--- src/rtl/tport_pkg.sv ---
package tport_pkg;
   typedef enum logic [2:0] {
      OP_NOP     = 3'd0,
      OP_PRELOAD = 3'd1,
      OP_FUSE_RD = 3'd2,
      OP_FUSE_WR = 3'd3,
      OP_SIG_RD  = 3'd4,
      OP_SIG_WR  = 3'd5,
      OP_SECURE  = 3'd6,
      OP_ERASE   = 3'd7
   } tport_op_e;

   localparam int SIG_BYTES = 8;
   localparam int SIG_AW    = 3;
   localparam int SIG_BW    = 8;
endpackage

--- src/rtl/tport_store.sv ---
module tport_store #(
   parameter int DATA_W     = 8,
   parameter int FUSE_WORDS = 16,
   parameter int FA_W       = 4
) (
   input  logic                        clk,
   input  logic                        rst_n,
   input  logic                        fuse_we,
   input  logic                        fuse_clr,
   input  logic                        sig_we,
   input  logic [FA_W-1:0]             fuse_addr,
   input  logic [tport_pkg::SIG_AW-1:0] sig_addr,
   input  logic [DATA_W-1:0]           wdata,
   output logic [DATA_W-1:0]           fuse_rd,
   output logic [DATA_W-1:0]           sig_rd
);
   import tport_pkg::*;

   logic [DATA_W-1:0] fuse_mem [FUSE_WORDS];
   logic [SIG_BW-1:0] sig_mem  [SIG_BYTES];

   // one storage word per generate slice, each with its own write decode
   for (genvar w = 0; w < FUSE_WORDS; w++) begin : g_fuse
      always_ff @(posedge clk) begin
         if (!rst_n || fuse_clr)
            fuse_mem[w] <= '0;
         else if (fuse_we && fuse_addr == FA_W'(w))
            fuse_mem[w] <= wdata;
      end
   end

   for (genvar b = 0; b < SIG_BYTES; b++) begin : g_sig
      always_ff @(posedge clk) begin
         if (!rst_n)
            sig_mem[b] <= '0;
         else if (sig_we && sig_addr == SIG_AW'(b))
            sig_mem[b] <= wdata[SIG_BW-1:0];
      end
   end

   assign fuse_rd = fuse_mem[fuse_addr];
   assign sig_rd  = DATA_W'(sig_mem[sig_addr]);
endmodule

--- src/rtl/tport_seq.sv ---
module tport_seq #(
   parameter int DATA_W   = 8,
   parameter int NUM_REGS = 8
) (
   input  logic                clk,
   input  logic                rst_n,
   input  logic                cmd_valid,
   output logic                cmd_ready,
   input  logic [2:0]          cmd_op,
   input  logic [DATA_W-1:0]   cmd_wdata,
   input  logic [DATA_W-1:0]   fuse_rd,
   input  logic [DATA_W-1:0]   sig_rd,
   output logic                fuse_we,
   output logic                fuse_clr,
   output logic                sig_we,
   output logic                rsp_valid,
   output logic [DATA_W-1:0]   rsp_rdata,
   output logic                rsp_err,
   output logic [NUM_REGS-1:0] pl_vec,
   output logic                pl_strobe,
   output logic                secured
);
   import tport_pkg::*;

   tport_op_e op;
   logic      busy_q;
   logic      accept;

   assign op        = tport_op_e'(cmd_op);
   assign cmd_ready = !busy_q;
   assign accept    = cmd_valid && !busy_q;

   always_comb begin
      fuse_we  = accept && (op == OP_FUSE_WR);
      sig_we   = accept && (op == OP_SIG_WR);
      fuse_clr = accept && (op == OP_ERASE);
   end

   always_ff @(posedge clk) begin
      if (!rst_n) begin
         busy_q    <= 1'b0;
         rsp_valid <= 1'b0;
         rsp_rdata <= '0;
         rsp_err   <= 1'b0;
         pl_strobe <= 1'b0;
         pl_vec    <= '0;
         secured   <= 1'b0;
      end else begin
         busy_q    <= accept;
         rsp_valid <= accept;
         rsp_rdata <= '0;
         rsp_err   <= 1'b0;
         pl_strobe <= 1'b0;
         if (accept) begin
            unique case (op)
               OP_FUSE_RD: begin
                  if (secured) rsp_err   <= 1'b1;
                  else         rsp_rdata <= fuse_rd;
               end
               OP_SIG_RD:  rsp_rdata <= sig_rd;
               OP_PRELOAD: begin
                  if (secured) begin
                     rsp_err <= 1'b1;
                  end else begin
                     pl_strobe <= 1'b1;
                     pl_vec    <= cmd_wdata[NUM_REGS-1:0];
                  end
               end
               OP_SECURE:  secured <= 1'b1;
               OP_ERASE:   secured <= 1'b0;
               default:    ;
            endcase
         end
      end
   end
endmodule

--- src/rtl/tport_regbank.sv ---
module tport_regbank #(
   parameter int                  NUM_REGS = 8,
   parameter logic [NUM_REGS-1:0] RST_VAL  = '0
) (
   input  logic                clk,
   input  logic                rst_n,
   input  logic [NUM_REGS-1:0] reg_d,
   input  logic [NUM_REGS-1:0] pl_vec,
   input  logic                pl_strobe,
   output logic [NUM_REGS-1:0] reg_q
);
   // each output register is its own flop; preload overrides the functional input
   for (genvar i = 0; i < NUM_REGS; i++) begin : g_bit
      always_ff @(posedge clk) begin
         if (!rst_n)         reg_q[i] <= RST_VAL[i];
         else if (pl_strobe) reg_q[i] <= pl_vec[i];
         else                reg_q[i] <= reg_d[i];
      end
   end
endmodule

--- src/rtl/tport_ctrl.sv ---
module tport_ctrl #(
   parameter int                  NUM_REGS   = 8,
   parameter int                  DATA_W     = 8,
   parameter int                  FUSE_WORDS = 16,
   parameter logic [NUM_REGS-1:0] REG_RST    = '0,
   localparam int                 FA_W       = $clog2(FUSE_WORDS),
   localparam int                 ADDR_W     = (FA_W > tport_pkg::SIG_AW) ? FA_W : tport_pkg::SIG_AW
) (
   input  logic                clk,
   input  logic                rst_n,
   input  logic                cmd_valid,
   output logic                cmd_ready,
   input  logic [2:0]          cmd_op,
   input  logic [ADDR_W-1:0]   cmd_addr,
   input  logic [DATA_W-1:0]   cmd_wdata,
   output logic                rsp_valid,
   output logic [DATA_W-1:0]   rsp_rdata,
   output logic                rsp_err,
   input  logic [NUM_REGS-1:0] reg_d,
   output logic [NUM_REGS-1:0] reg_q,
   output logic [NUM_REGS-1:0] pl_vec,
   output logic                pl_strobe
);
   import tport_pkg::*;

   if (NUM_REGS < 1 || NUM_REGS > DATA_W) begin : g_bad_regs
      $error("NUM_REGS must lie between 1 and DATA_W");
   end
   if (DATA_W < SIG_BW) begin : g_bad_width
      $error("DATA_W must hold a signature byte");
   end
   if (FUSE_WORDS < 2 || (1 << FA_W) != FUSE_WORDS) begin : g_bad_fuse
      $error("FUSE_WORDS must be a power of two of at least 2");
   end

   logic              fuse_we, fuse_clr, sig_we, secured;
   logic [DATA_W-1:0] fuse_rd, sig_rd;

   tport_seq #(.DATA_W(DATA_W), .NUM_REGS(NUM_REGS)) u_seq (
      .clk(clk), .rst_n(rst_n),
      .cmd_valid(cmd_valid), .cmd_ready(cmd_ready), .cmd_op(cmd_op),
      .cmd_wdata(cmd_wdata), .fuse_rd(fuse_rd), .sig_rd(sig_rd),
      .fuse_we(fuse_we), .fuse_clr(fuse_clr), .sig_we(sig_we),
      .rsp_valid(rsp_valid), .rsp_rdata(rsp_rdata), .rsp_err(rsp_err),
      .pl_vec(pl_vec), .pl_strobe(pl_strobe), .secured(secured)
   );

   tport_store #(.DATA_W(DATA_W), .FUSE_WORDS(FUSE_WORDS), .FA_W(FA_W)) u_store (
      .clk(clk), .rst_n(rst_n),
      .fuse_we(fuse_we), .fuse_clr(fuse_clr), .sig_we(sig_we),
      .fuse_addr(cmd_addr[FA_W-1:0]), .sig_addr(cmd_addr[SIG_AW-1:0]),
      .wdata(cmd_wdata), .fuse_rd(fuse_rd), .sig_rd(sig_rd)
   );

   tport_regbank #(.NUM_REGS(NUM_REGS), .RST_VAL(REG_RST)) u_bank (
      .clk(clk), .rst_n(rst_n), .reg_d(reg_d),
      .pl_vec(pl_vec), .pl_strobe(pl_strobe), .reg_q(reg_q)
   );
endmodule

--- config.mk ---
export PLATFORM = sky130hd
export DESIGN_NAME = tport_ctrl
export DESIGN_NICKNAME = d
export VERILOG_FILES = /design/src/rtl/tport_pkg.sv /design/src/rtl/tport_store.sv /design/src/rtl/tport_seq.sv /design/src/rtl/tport_regbank.sv /design/src/rtl/tport_ctrl.sv
export SDC_FILE = /design/constraint.sdc
export NUM_CORES = 1
export LEC_CHECK = 0
export BUFFER_PORTS_ARGS = -buffer_cell sky130_fd_sc_hd__clkbuf_2
export CAP_MARGIN = 20
export CELL_PAD_IN_SITES_DETAIL_PLACEMENT = 1
export CELL_PAD_IN_SITES_GLOBAL_PLACEMENT = 2
export CORE_UTILIZATION = 40
export CTS_CLUSTER_SIZE = 28
export DETAILED_ROUTE_END_ITERATION = 10
export MAX_ROUTING_LAYER = met4
export PLACE_DENSITY = 0.76
export SETUP_SLACK_MARGIN = 0.4
export SLEW_MARGIN = 20
export SYNTH_ARGS = -nofsm -noshare
export SYNTH_HDL_FRONTEND = slang
export SYNTH_HIERARCHICAL = 1
export SYNTH_SLANG_ARGS = --single-unit
--- constraint.sdc ---
create_clock -name clk -period 2 [get_ports clk]
set_input_delay 0.1 -clock clk [delete_from_list [all_inputs] [get_ports clk]]
set_output_delay 0.1 -clock clk [all_outputs]
set_load 0.02 [all_outputs]
==> results of run 1 <==
[cell families after synthesis]
logic type | after synthesis | share of synthesized area (%)
xor+xnor | 1 | 0.0888
buf+inv | 57 | 3.03
compound gates | 49 | 3.20
mux | 72 | 14.0
flops | 220 | 64.1
simple gates | 312 | 15.5
[synth_stat cells, drive strengths merged (2+ instances only)]
cell	n
nand2b	4
nor3	2
nand3	36
nor3b	3
buf	29
nor2b	13
and2	67
nand2	32
dfxtp	28
edfxtp	192
o21ai	22
inv	2
o31ai	2
a22oi	24
nand3b	4
nor2	145
mux2i	16
clkbuf	26
mux2	8
nor4b	2
mux4	48
[through the flow]
stage / instance area [µm²] / util, % / setup slack, ns / TNS (ns)
after CTS: 13600 / 56.1 / 0.110 / 0
final: 14500 / 59.6 / -0.0170 / -0.0712
after detailed placement: 11100 / 45.9 / -0.0308 / -0.192
after floorplan: 10200 / - / 0.185 / 0
after global routing: 14500 / 59.6 / -0.0643 / -0.412
after global placement: 11100 / 45.9 / 0.00332 / 0
[cell type report]
| cell class | instances | area (µm²) | share of cell area [%] |
|---|---|---|---|
| clock inverters | 18 | 238 | 1.65 |
| inverters | 2 | 7.51 | 0.0520 |
| clock buffers | 26 | 629 | 4.36 |
| flip-flops and latches | 220 | 6330 | 43.8 |
| multi-input cells | 434 | 4540 | 31.4 |
| repair buffers | 203 | 2300 | 15.9 |
| well taps | 324 | 405 | 2.81 |
[worst max-delay path by stage]
stage                       startpoint  slack, ns  cells after the start                      end
after global routing      u_seq/busy_q      -0.06                      9  u_store/fuse_mem[14][2]
after floorplan           u_seq/busy_q       0.18                      5   u_store/fuse_mem[4][0]
after global placement     cmd_addr[0]      0.003                      6       u_seq/rsp_rdata[5]
after CTS                 u_seq/busy_q       0.11                      7   u_store/fuse_mem[5][2]
final                     u_seq/busy_q      -0.02                      9  u_store/fuse_mem[14][2]
after detailed placement  u_seq/busy_q      -0.03                      6  u_store/fuse_mem[13][1]
[state kept, by name, summed over array words and instances (netlist names)]
| signal | count |
|---|---|
| u_bank/reg_q | 8 |
| u_seq/busy_q | 1 |
| u_seq/pl_strobe | 1 |
| u_seq/pl_vec | 8 |
| u_seq/rsp_err | 1 |
| u_seq/rsp_rdata | 8 |
| u_seq/secured | 1 |
| u_store/fuse_mem | 128 |
| u_store/sig_mem | 64 |
[layer usage]
layer  share of wire, %  up-vias  wire (µm)  GRT usage, %
met1                 38     3785      14500          35.9
met3                8.1      124       3070          4.71
met5                  0        -          0             -
met4                5.0        0       1910          11.2
met2                 49      436      18500          46.6
li1                   -     2991          -             -
[power groups by stage]
stage	Combinational, mW	Clock, mW	Sequential [mW]
6_report	1.29	4.95	5.25
5_1_grt	1.33	5.15	5.26
3_5_place_dp	0.863	0	5.33
2_1_floorplan	0.534	0	5.32
4_1_cts	1.12	4.92	5.24
3_3_place_gp	0.841	0	5.32
[critical path, cell delays in order (launching register included)]
cell and delay, ns:
dfxtp_4 0.35, nand3b_4 0.19, nor3b_4 0.33, buf_12 0.19, buf_4 0.12, buf_8 0.10
buf_16 0.14, nand3_2 0.09, buf_6 0.22, nor2_1 0.13
[timing repair]
action / 4_1_cts / 5_1_grt
endpoints found under the setup margin: 392 / 401
hold buffers: 9 / 0
endpoints found under the hold margin: 9 / 0
pin swaps: 36 / 44
cloned: 11 / 3
setup buffers: 44 / 16
gates resized for setup: 180 / 157
==> out/results.tsv, run 1 <==
stage	metric	value	unit
clocking	clkTransAtPathRegs	0.07	ns
timing	maxSlewViolCount	0	
logic_synthesis	synth_seq_area_share	64.1	%
route	via_count	7336	
logic_synthesis	synth_largest_area_cell	edfxtp_1	
clocking	cts_tree	yes	
floorplanning	die_area	0.0253	mm²
timing	period_minus_slack	2.02	ns
timing	whs	0.0730	ns
final_layout	diodes	0	
power	swShare	24.5	%
power	leakage	5.03	nW
logic_synthesis	synth_cell_types	36	
timing	relSlewSlack	6.22	%
power	irDropWorstVdd	680	µV
worst_hold_path	hold_class	in -> reg	
timing	rsz0062_at_grt	yes	
clocking	cts_buffers	24	
power	total_power	11.5	mW
global_routing	track_usage	28.6	%
outcome	status	finished, violations left	
route	post_drt_wl_per_cell	30.9	µm
logic_synthesis	syn-num-nets	737	
power	switchingPower	2.81	mW
global_routing	antenna_found_initial	0	
timing	final.setup.worst_slack	-0.0170	ns
timing	worst_pin_slew	1.40	ns
logic_synthesis	syn-instance-count	711	
setup_path	reg2reg_from	u_seq/busy_q	
job	drv_cap	0	
floorplanning	ioPinCount	54	
global_routing	grt_pass1_wl	50.8	mm
final_layout	area_growth	46.5	%
power	pwr-share-clk	43.1	%
power	power_density	795	mW/mm²
setup_path	cp.required	2.37	ns
setup_path	r2r_slack	-0.02	ns
clocking	cts_max_path_buffers	3	
worst_hold_path	min_to	u_seq/secured	
final_layout	fin_nets	911	
timing	fmax	496	MHz
timing	fin_crit_sh	101	%
placement	dp_cells	1100	
worst_hold_path	holdCritStartpoint	cmd_valid	
placement	port_buffers	53	
setup_path	worstSetupStartpointType	flop	
worst_hold_path	hold_depth	3	
power	p_comb_share	11.2	%
global_routing	grt_overflow_total	0	
clocking	clock_latency	0.53	ns
timing	skew	0.0166	ns
setup_path	timing.rr.end	u_store/fuse_mem[14][2]	
route	drt_first_pass_iters	5	
logic_synthesis	synth_warnings	6	
route	routed_wl	38.0	mm
route	drtIter0Drc	859	
final_layout	num-fill-cells	2221	
logic_synthesis	async_reset_ff_share	0	%
logic_synthesis	avgSynthCellArea	13.9	µm²
floorplanning	die_w	159	µm
floorplanning	die_h	159	µm
final_layout	fin_cells	1227	
outcome	failed_checks	setup timing	
setup_path	path_class	reg -> reg	
floorplanning	core-area	0.0242	mm²
setup_path	crit_arrival	2.39	ns
clocking	root_buffer	clkbuf_16	
floorplanning	start_util	40.7	%
floorplanning	row_count	57	
final_layout	drive_above_1_share	52.2	%
logic_synthesis	synth_top_area_share	58.5	%
route	vias_per_cell	5.98	
global_routing	grt_max_degree	38	
setup_path	cp_max_fo	7	
logic_synthesis	synth-seq-cells	220	
timing	finalHoldViolations	0	
global_routing	grt_pass1_vias	7442	
placement	dp_hpwl	20.4	mm
final_layout	final_common_cell	edfxtp_1	
logic_synthesis	synth-edff-count	192	
timing	setup_viol_count_final	8	
route	ant_nets	0	
logic_synthesis	synthTopCellsByArea	edfxtp_1 (58%), mux4_2 (7.8%), dfxtp_1 (5.7%), nor2_1 (5.5%), and2_1 (4.3%)	
final_layout	layout_common_cells	edfxtp_1 (192), and2_1 (58), clkbuf_2 (52), nor2_4 (51), nor2_2 (50)	
clocking	clock_sinks	220	
clocking	htree_num_levels	1	
setup_path	reg2regPathDepth	9	
power	sequentialPowerShare	45.7	%
power	intPower	8.68	mW
logic_synthesis	ys.flop_type	edfxtp_1	
placement	gp_congestion	0.888	
setup_path	critPathCaptureType	flop	
logic_synthesis	syn_area	0.00986	mm²
route	drc_errors	0	
Power figures use the tool's default switching activity.
==> run 2, diff against run 1 <==
==> constraint.sdc (replaced) <==
create_clock -name clk -period 2 [get_ports clk]
set_input_delay 0.1 -clock clk [delete_from_list [all_inputs] [get_ports clk]]
set_output_delay 0.1 -clock clk [all_outputs]
set_load 0.01 [all_outputs]
==> run 2 against run 1 <==
The flow now finishes without violations. Global-route usage shrank 0.55 points. Flip-flop and latch count is the same. Sequential power is essentially flat. Critical path type unchanged. Critical endpoint is now u_store/fuse_mem[0][4].
==> out/results.tsv, run 2 (synthesized netlist as in run 1, its figures left out) <==
stage	metric	value	unit	change
floorplanning	start_util	40.7	%	unchanged
floorplanning	die_area	0.0253	mm²	unchanged
clocking	cts_buffers	25		+4.2%
power	irDropWorstVdd	445	µV	-35%
final_layout	fin_nets	899		-1.3%
setup_path	critPathCaptureType	flop		
floorplanning	ioPinCount	54		unchanged
setup_path	crit_arrival	2.14	ns	-0.25 ns
route	drc_errors	0		unchanged
power	power_density	793	mW/mm²	-0.23%
route	routedLengthMet1	14.7	mm	+1.4%
final_layout	largest_reg_flops	128		unchanged
setup_path	cp_top_family	simple AND/OR/NAND/NOR gates		
setup_path	reg2regPathDepth	7		-2
setup_path	critPathMaxStageDelay	0.33	ns	-0.02 ns
clocking	clock_sinks	220		unchanged
clocking	cts_max_path_buffers	3		unchanged
final_layout	final_common_cell	edfxtp_1		
route	post_drt_wl_per_cell	29.5	µm	-4.6%
outcome	status	finished clean		
clocking	clkTransAtPathRegs	0.06	ns	about the same
route	drt_first_pass_iters	5		unchanged
timing	fin_crit_sh	97.4	%	-3.4 points
setup_path	path_class	reg -> reg		
placement	dp_hpwl	20.5	mm	+0.33%
timing	relSlewSlack	41.5	%	+35 points
final_layout	num-fill-cells	2296		+3.4%
final_layout	regMostFlops	u_store/fuse_mem		
worst_hold_path	hold_class	in -> reg		
route	ant_nets	0		unchanged
floorplanning	die_w	159	µm	unchanged
placement	gp_congestion	0.876		-1.3%
power	leakage	4.89	nW	-2.7%
setup_path	cpMaxStageDelayCell	dfxtp_2		
route	met2_length	17.7	mm	-4.4%
final_layout	layout_common_cells	edfxtp_1 (192), nor2_1 (81), and2_1 (61), clkbuf_2 (52), buf_4 (46)		
timing	whs	0.0557	ns	-0.0173 ns
final_layout	area_growth	41.5	%	
setup_path	critPathLaunch	u_seq/busy_q		
floorplanning	row_count	57		unchanged
timing	finalHoldViolations	0		unchanged
clocking	clock_latency	0.54	ns	about the same
global_routing	antenna_found_initial	2		+2
setup_path	reg2reg_from	u_seq/busy_q		
route	highest_layer	met4		
route	routed_wl	35.9	mm	-5.3%
clocking	cts_tree	yes		
route	drtIter0Drc	809		-5.8%
clocking	htree_num_levels	1		unchanged
floorplanning	core-area	0.0242	mm²	unchanged
setup_path	cp.required	2.20	ns	-0.17 ns
setup_path	r2r_slack	0.05	ns	+0.07 ns
setup_path	timing.rr.end	u_store/fuse_mem[0][4]		
timing	fmax	513	MHz	+3.5%
route	met3_length	2.46	mm	-20%
global_routing	grt_max_degree	38		unchanged
timing	worst_pin_slew	0.877	ns	-0.527 ns
route	vias_per_cell	5.88		-1.6%
setup_path	path_buf_inv	3		-2
setup_path	worstSetupStartpointType	flop		
worst_hold_path	hold_depth	4		+1
route	via_count	7162		-2.4%
final_layout	reg.largest.list	u_store/fuse_mem: 128 flops, u_store/sig_mem: 64 flops		
timing	setup_viol_count_final	0		-8
timing	skew	0.0299	ns	+0.0134 ns
timing	maxSlewViolCount	0		unchanged
setup_path	crit_cells	7		-2
job	drv_cap	0		unchanged
final_layout	drive_above_1_share	47.4	%	-4.8 points
floorplanning	die_h	159	µm	unchanged
timing	setup_tns	0	ns	+0.0712 ns
timing	period_minus_slack	1.95	ns	-0.0681 ns
global_routing	grt_pass1_wl	50.1	mm	-1.3%
placement	port_buffers	53		unchanged
setup_path	cp_max_fo	8		+1
global_routing	grt_overflow_total	0		unchanged
setup_path	cp_cell_sequence	nand3b_4 > nor3b_4 > buf_12 > buf_6 > nand2_4 > buf_8 > o21ai_4		
setup_path	crit_path_end	u_store/fuse_mem[0][4]		
clocking	root_buffer	clkbuf_16		
timing	rsz0062_at_grt	yes		
global_routing	track_usage	28.1	%	-0.55 points
placement	pre_cts_ws	-0.175	ns	-0.144 ns
global_routing	grt_pass1_vias	7365		-1.0%
timing	final.setup.worst_slack	0.0511	ns	+0.0681 ns
[run 2: changes by cell type in the layout (fill, tap and decap cells not counted), sizes merged]
cell,before,now
buf,139,125
bufbuf,0,3
bufinv,5,3
clkbuf,81,84
clkinv,5,10
clkinvlp,2,1
diode,0,2
inv,8,2
[run 2: final cells by class]
class | count | area [µm²] | area share (%)
Antenna cell | 2 | 5.00 | 0.0359
Clock buffer | 31 | 658 | 4.72
Clock inverter | 14 | 150 | 1.08
Inverter | 2 | 7.51 | 0.0538
Multi-Input combinational cell | 434 | 4340 | 31.1
Sequential cell | 220 | 6330 | 45.3
Tap cell | 324 | 405 | 2.91
Timing Repair Buffer | 190 | 2060 | 14.8
[run 2: routing by layer]
layer / up-vias / GRT usage (%)
met5: - / -
met4: 0 / 9.62
met3: 81 / 5.42
met2: 358 / 44.3
met1: 3755 / 36.5
li1: 2968 / -
[run 2: what timing repair did]
item                       in CTS  in global routing
gates resized for setup       122                140
setup endpoints to repair     392                400
pin swaps                      30                 26
setup buffers                  46                  6
hold endpoints to repair        9                  0
cloned                         11                  0
hold buffers                    9                  0
[run 2: worst min-delay path: stages]
cell      delay, ns
clkbuf_2       0.11
buf_4          0.14
xnor2_1        0.11
nor4b_1        0.05
[run 2: through the flow]
stage | utilization [%] | power (mW) | std cells | instance area [µm²]
final | 57.5 | 11.1 | 1217 | 14000
after global routing | 57.5 | 11.3 | 1217 | 14000
after CTS | 55.0 | 10.9 | 1209 | 13300
after detailed placement | 45.7 | 6.18 | 1098 | 11100
after global placement | 45.7 | 6.14 | 1098 | 11100
after floorplan | - | 5.84 | 711 | 10200
[run 2: worst min path at each step]
stage / start / slack [ns] / to
final: cmd_op[0] / 0.06 / u_seq/rsp_err
after global placement: reg_d[7] / 0.36 / u_bank/reg_q[7]
after global routing: cmd_op[0] / 0.07 / u_seq/rsp_err
after floorplan: rst_n / 0.23 / u_bank/reg_q[0]
after CTS: cmd_op[0] / 0.05 / u_seq/rsp_err
after detailed placement: reg_d[7] / 0.37 / u_bank/reg_q[7]
[run 2: report_power, final]
part	switching [mW]	total [mW]	internal [mW]	leakage [nW]
logic	0.687	1.21	0.527	2.31
registers	0.0797	5.25	5.17	2.19
clock network	1.88	4.60	2.72	0.401
total	2.65	11.1	8.42	4.89
==> run 3, diff against run 2 <==
--- a/config.mk
+++ b/config.mk
@@ -9,11 +9,11 @@
 export CAP_MARGIN = 20
 export CELL_PAD_IN_SITES_DETAIL_PLACEMENT = 1
 export CELL_PAD_IN_SITES_GLOBAL_PLACEMENT = 2
-export CORE_UTILIZATION = 40
+export CORE_UTILIZATION = 47
 export CTS_CLUSTER_SIZE = 28
 export DETAILED_ROUTE_END_ITERATION = 10
 export MAX_ROUTING_LAYER = met4
-export PLACE_DENSITY = 0.76
+export PLACE_DENSITY = 0.84
 export SETUP_SLACK_MARGIN = 0.4
 export SLEW_MARGIN = 20
 export SYNTH_ARGS = -nofsm -noshare
==> constraint.sdc (replaced) <==
create_clock -name clk -period 2.5 [get_ports clk]
set_input_delay 0.125 -clock clk [delete_from_list [all_inputs] [get_ports clk]]
set_output_delay 0.125 -clock clk [all_outputs]
set_load 0.01 [all_outputs]
==> run 3 against run 2 <==
Sequential share of layout area increased by 9.6 points. Critical path depth fell by 1. First-iteration DRC count fell by 6.8%. Non-clock buffer count decreased by 73. Critical path type unchanged. Cell count is 11% lower. Critical endpoint unchanged. Sequential power is 20% lower. Total power down 26%. Combinational power is 45% lower. Largest cell class unchanged. Register-to-register slack improved by 0.45 ns. Clock-buffer cell count up 5. Maximum frequency decreased by 2.5%. Flip-flop and latch count did not move.
==> out/results.tsv, run 3 (synthesized netlist as in run 1, its figures left out) <==
stage	metric	value	unit	change
outcome	status	finished clean		
route	drt_first_pass_iters	5		unchanged
final_layout	regMostFlops	u_store/fuse_mem		
clocking	cts_tree	yes		
timing	relSlewSlack	48.6	%	+7.1 points
timing	rsz0062_at_grt	yes		
final_layout	drive_above_1_share	24.4	%	-23 points
route	highest_layer	met4		
timing	maxSlewViolCount	0		unchanged
floorplanning	start_util	48.3	%	+7.6 points
placement	port_buffers	53		unchanged
global_routing	grt_overflow_total	0		unchanged
setup_path	cp_cell_sequence	nand3b_4 > nor2_1 > nor2b_4 > nand2_1 > buf_12 > nor2_1		
clocking	root_buffer	clkbuf_16		
setup_path	cp.required	2.85	ns	+0.65 ns
setup_path	critPathMaxStageDelay	0.43	ns	+0.10 ns
timing	finalHoldViolations	0		unchanged
floorplanning	die_w	147	µm	-7.6%
route	met3_length	1.97	mm	-20%
setup_path	crit_arrival	2.35	ns	+0.21 ns
final_layout	layout_common_cells	edfxtp_1 (192), nor2_1 (140), and2_1 (67), clkbuf_2 (52), buf_4 (51)		
timing	final.setup.worst_slack	0.501	ns	+0.450 ns
route	routed_wl	28.2	mm	-22%
setup_path	cp_top_family	simple AND/OR/NAND/NOR gates		
final_layout	num-fill-cells	2018		-12%
setup_path	cp_max_fo	24		+16
setup_path	crit_top_cell	nor2_1		
final_layout	multi_input_area	0.00328	mm²	-24%
route	via_count	6407		-11%
clocking	cts_max_path_buffers	3		unchanged
final_layout	final_common_cell	edfxtp_1		
power	total_power	8.18	mW	-26%
global_routing	track_usage	27.6	%	-0.51 points
route	post_drt_wl_per_cell	25.9	µm	-12%
timing	fmax	500	MHz	-2.5%
timing	setup_viol_count_final	0		unchanged
route	routedLengthMet1	12.2	mm	-17%
floorplanning	row_count	52		-8.8%
route	vias_per_cell	5.89		about the same
route	ant_nets	0		unchanged
floorplanning	die_h	147	µm	-7.6%
timing	fin_crit_sh	79.9	%	-18 points
floorplanning	ioPinCount	54		unchanged
global_routing	grt_max_degree	38		unchanged
power	power_density	711	mW/mm²	-10%
worst_hold_path	hold_class	in -> reg		
placement	dp_cells	1034		-5.8%
setup_path	path_buf_inv	1		-2
route	met2_length	13.4	mm	-24%
final_layout	reg.largest.list	u_store/fuse_mem: 128 flops, u_store/sig_mem: 64 flops		
timing	skew	0.0109	ns	-0.0190 ns
power	irDropWorstVdd	409	µV	-8.0%
global_routing	grt_pass1_vias	6763		-8.2%
clocking	clkTransAtPathRegs	0.06	ns	about the same
floorplanning	core-area	0.0204	mm²	-16%
final_layout	largest_reg_flops	128		unchanged
timing	worst_pin_slew	0.765	ns	-0.112 ns
global_routing	antenna_found_initial	1		-1
setup_path	r2r_slack	0.50	ns	+0.45 ns
final_layout	fin_nets	825		-8.2%
clocking	htree_num_levels	1		unchanged
timing	period_minus_slack	2.00	ns	+0.0497 ns
clocking	clock_latency	0.52	ns	-0.02 ns
floorplanning	die_area	0.0216	mm²	-15%
job	drv_cap	0		unchanged
route	drc_errors	0		unchanged
placement	pre_cts_ws	-0.150	ns	+0.0253 ns
placement	gp_congestion	0.829		-5.3%
setup_path	cpMaxStageDelayCell	nor2b_4		
clocking	clock_sinks	220		unchanged
global_routing	grt_pass1_wl	42.0	mm	-16%
final_layout	area_growth	16.7	%	
power	leakage	4.13	nW	-16%
setup_path	path_class	reg -> reg		
placement	dp_hpwl	19.5	mm	-5.0%
route	drtIter0Drc	754		-6.8%
clocking	cts_buffers	24		-4.0%
setup_path	worstSetupStartpointType	flop		
final_layout	fin_cells	1088		-11%
setup_path	critPathCaptureType	flop		
final_layout	seqCellArea	0.00633	mm²	about the same
[run 3: layout make-up]
cell class	count	share of cell area, %
sequential	220	55.0
multi-input combinational	434	28.5
timing repair buffer	117	7.16
clock buffer	36	6.05
tap	270	2.93
clock inverter	8	0.304
inverter	2	0.0652
antenna	1	0.0217
[run 3: timing repair]
| item | in CTS | in global routing |
|---|---|---|
| gates resized for setup | 3 | 10 |
| hold endpoints to repair | 9 | 0 |
| hold buffers | 9 | 0 |
| buffers inserted | 0 | 0 |
| endpoints found under the setup margin | 335 | 54 |
[run 3: power by group]
part	internal (mW)	switching (mW)
Combinational	0.270	0.400
Clock	1.91	1.41
Sequential	4.14	0.0542
Total	6.32	1.86
[run 3: stage by stage]
stage / utilization (%) / area (µm²) / hold WS, ns / TNS (ns)
final: 56.4 / 11500 / 0.0557 / 0
after global routing: 56.4 / 11500 / 0.0610 / 0
after CTS: 56.2 / 11500 / 0.0451 / 0
after detailed placement: 52.1 / 10600 / 0.392 / -2.45
after global placement: 52.1 / 10600 / 0.382 / 0
after floorplan: - / 9860 / 0.253 / 0
[run 3: metal layers]
layer	vias to the layer above	GRT usage (%)
met3	43	4.01
met1	3285	37.2
met4	0	6.25
met2	287	44.5
met5	-	-
li1	2792	-
[run 3: worst reg2reg max path: stages, from the launching register on]
cell and delay (ns):
dfxtp_1 0.36, nand3b_4 0.19, nor2_1 0.10, nor2b_4 0.43, nand2_1 0.36, buf_12 0.26, nor2_1 0.14
[run 3: final timing paths]
kind / from / to / cells after the start
setup reg to reg: u_seq/busy_q / u_store/fuse_mem[0][4] / 6
hold reg to reg: u_seq/pl_vec[3] / u_seq/pl_vec[3] / 2
hold / removal: cmd_op[0] / u_seq/rsp_err / 3
setup / recovery: u_seq/busy_q / u_store/fuse_mem[0][4] / 6
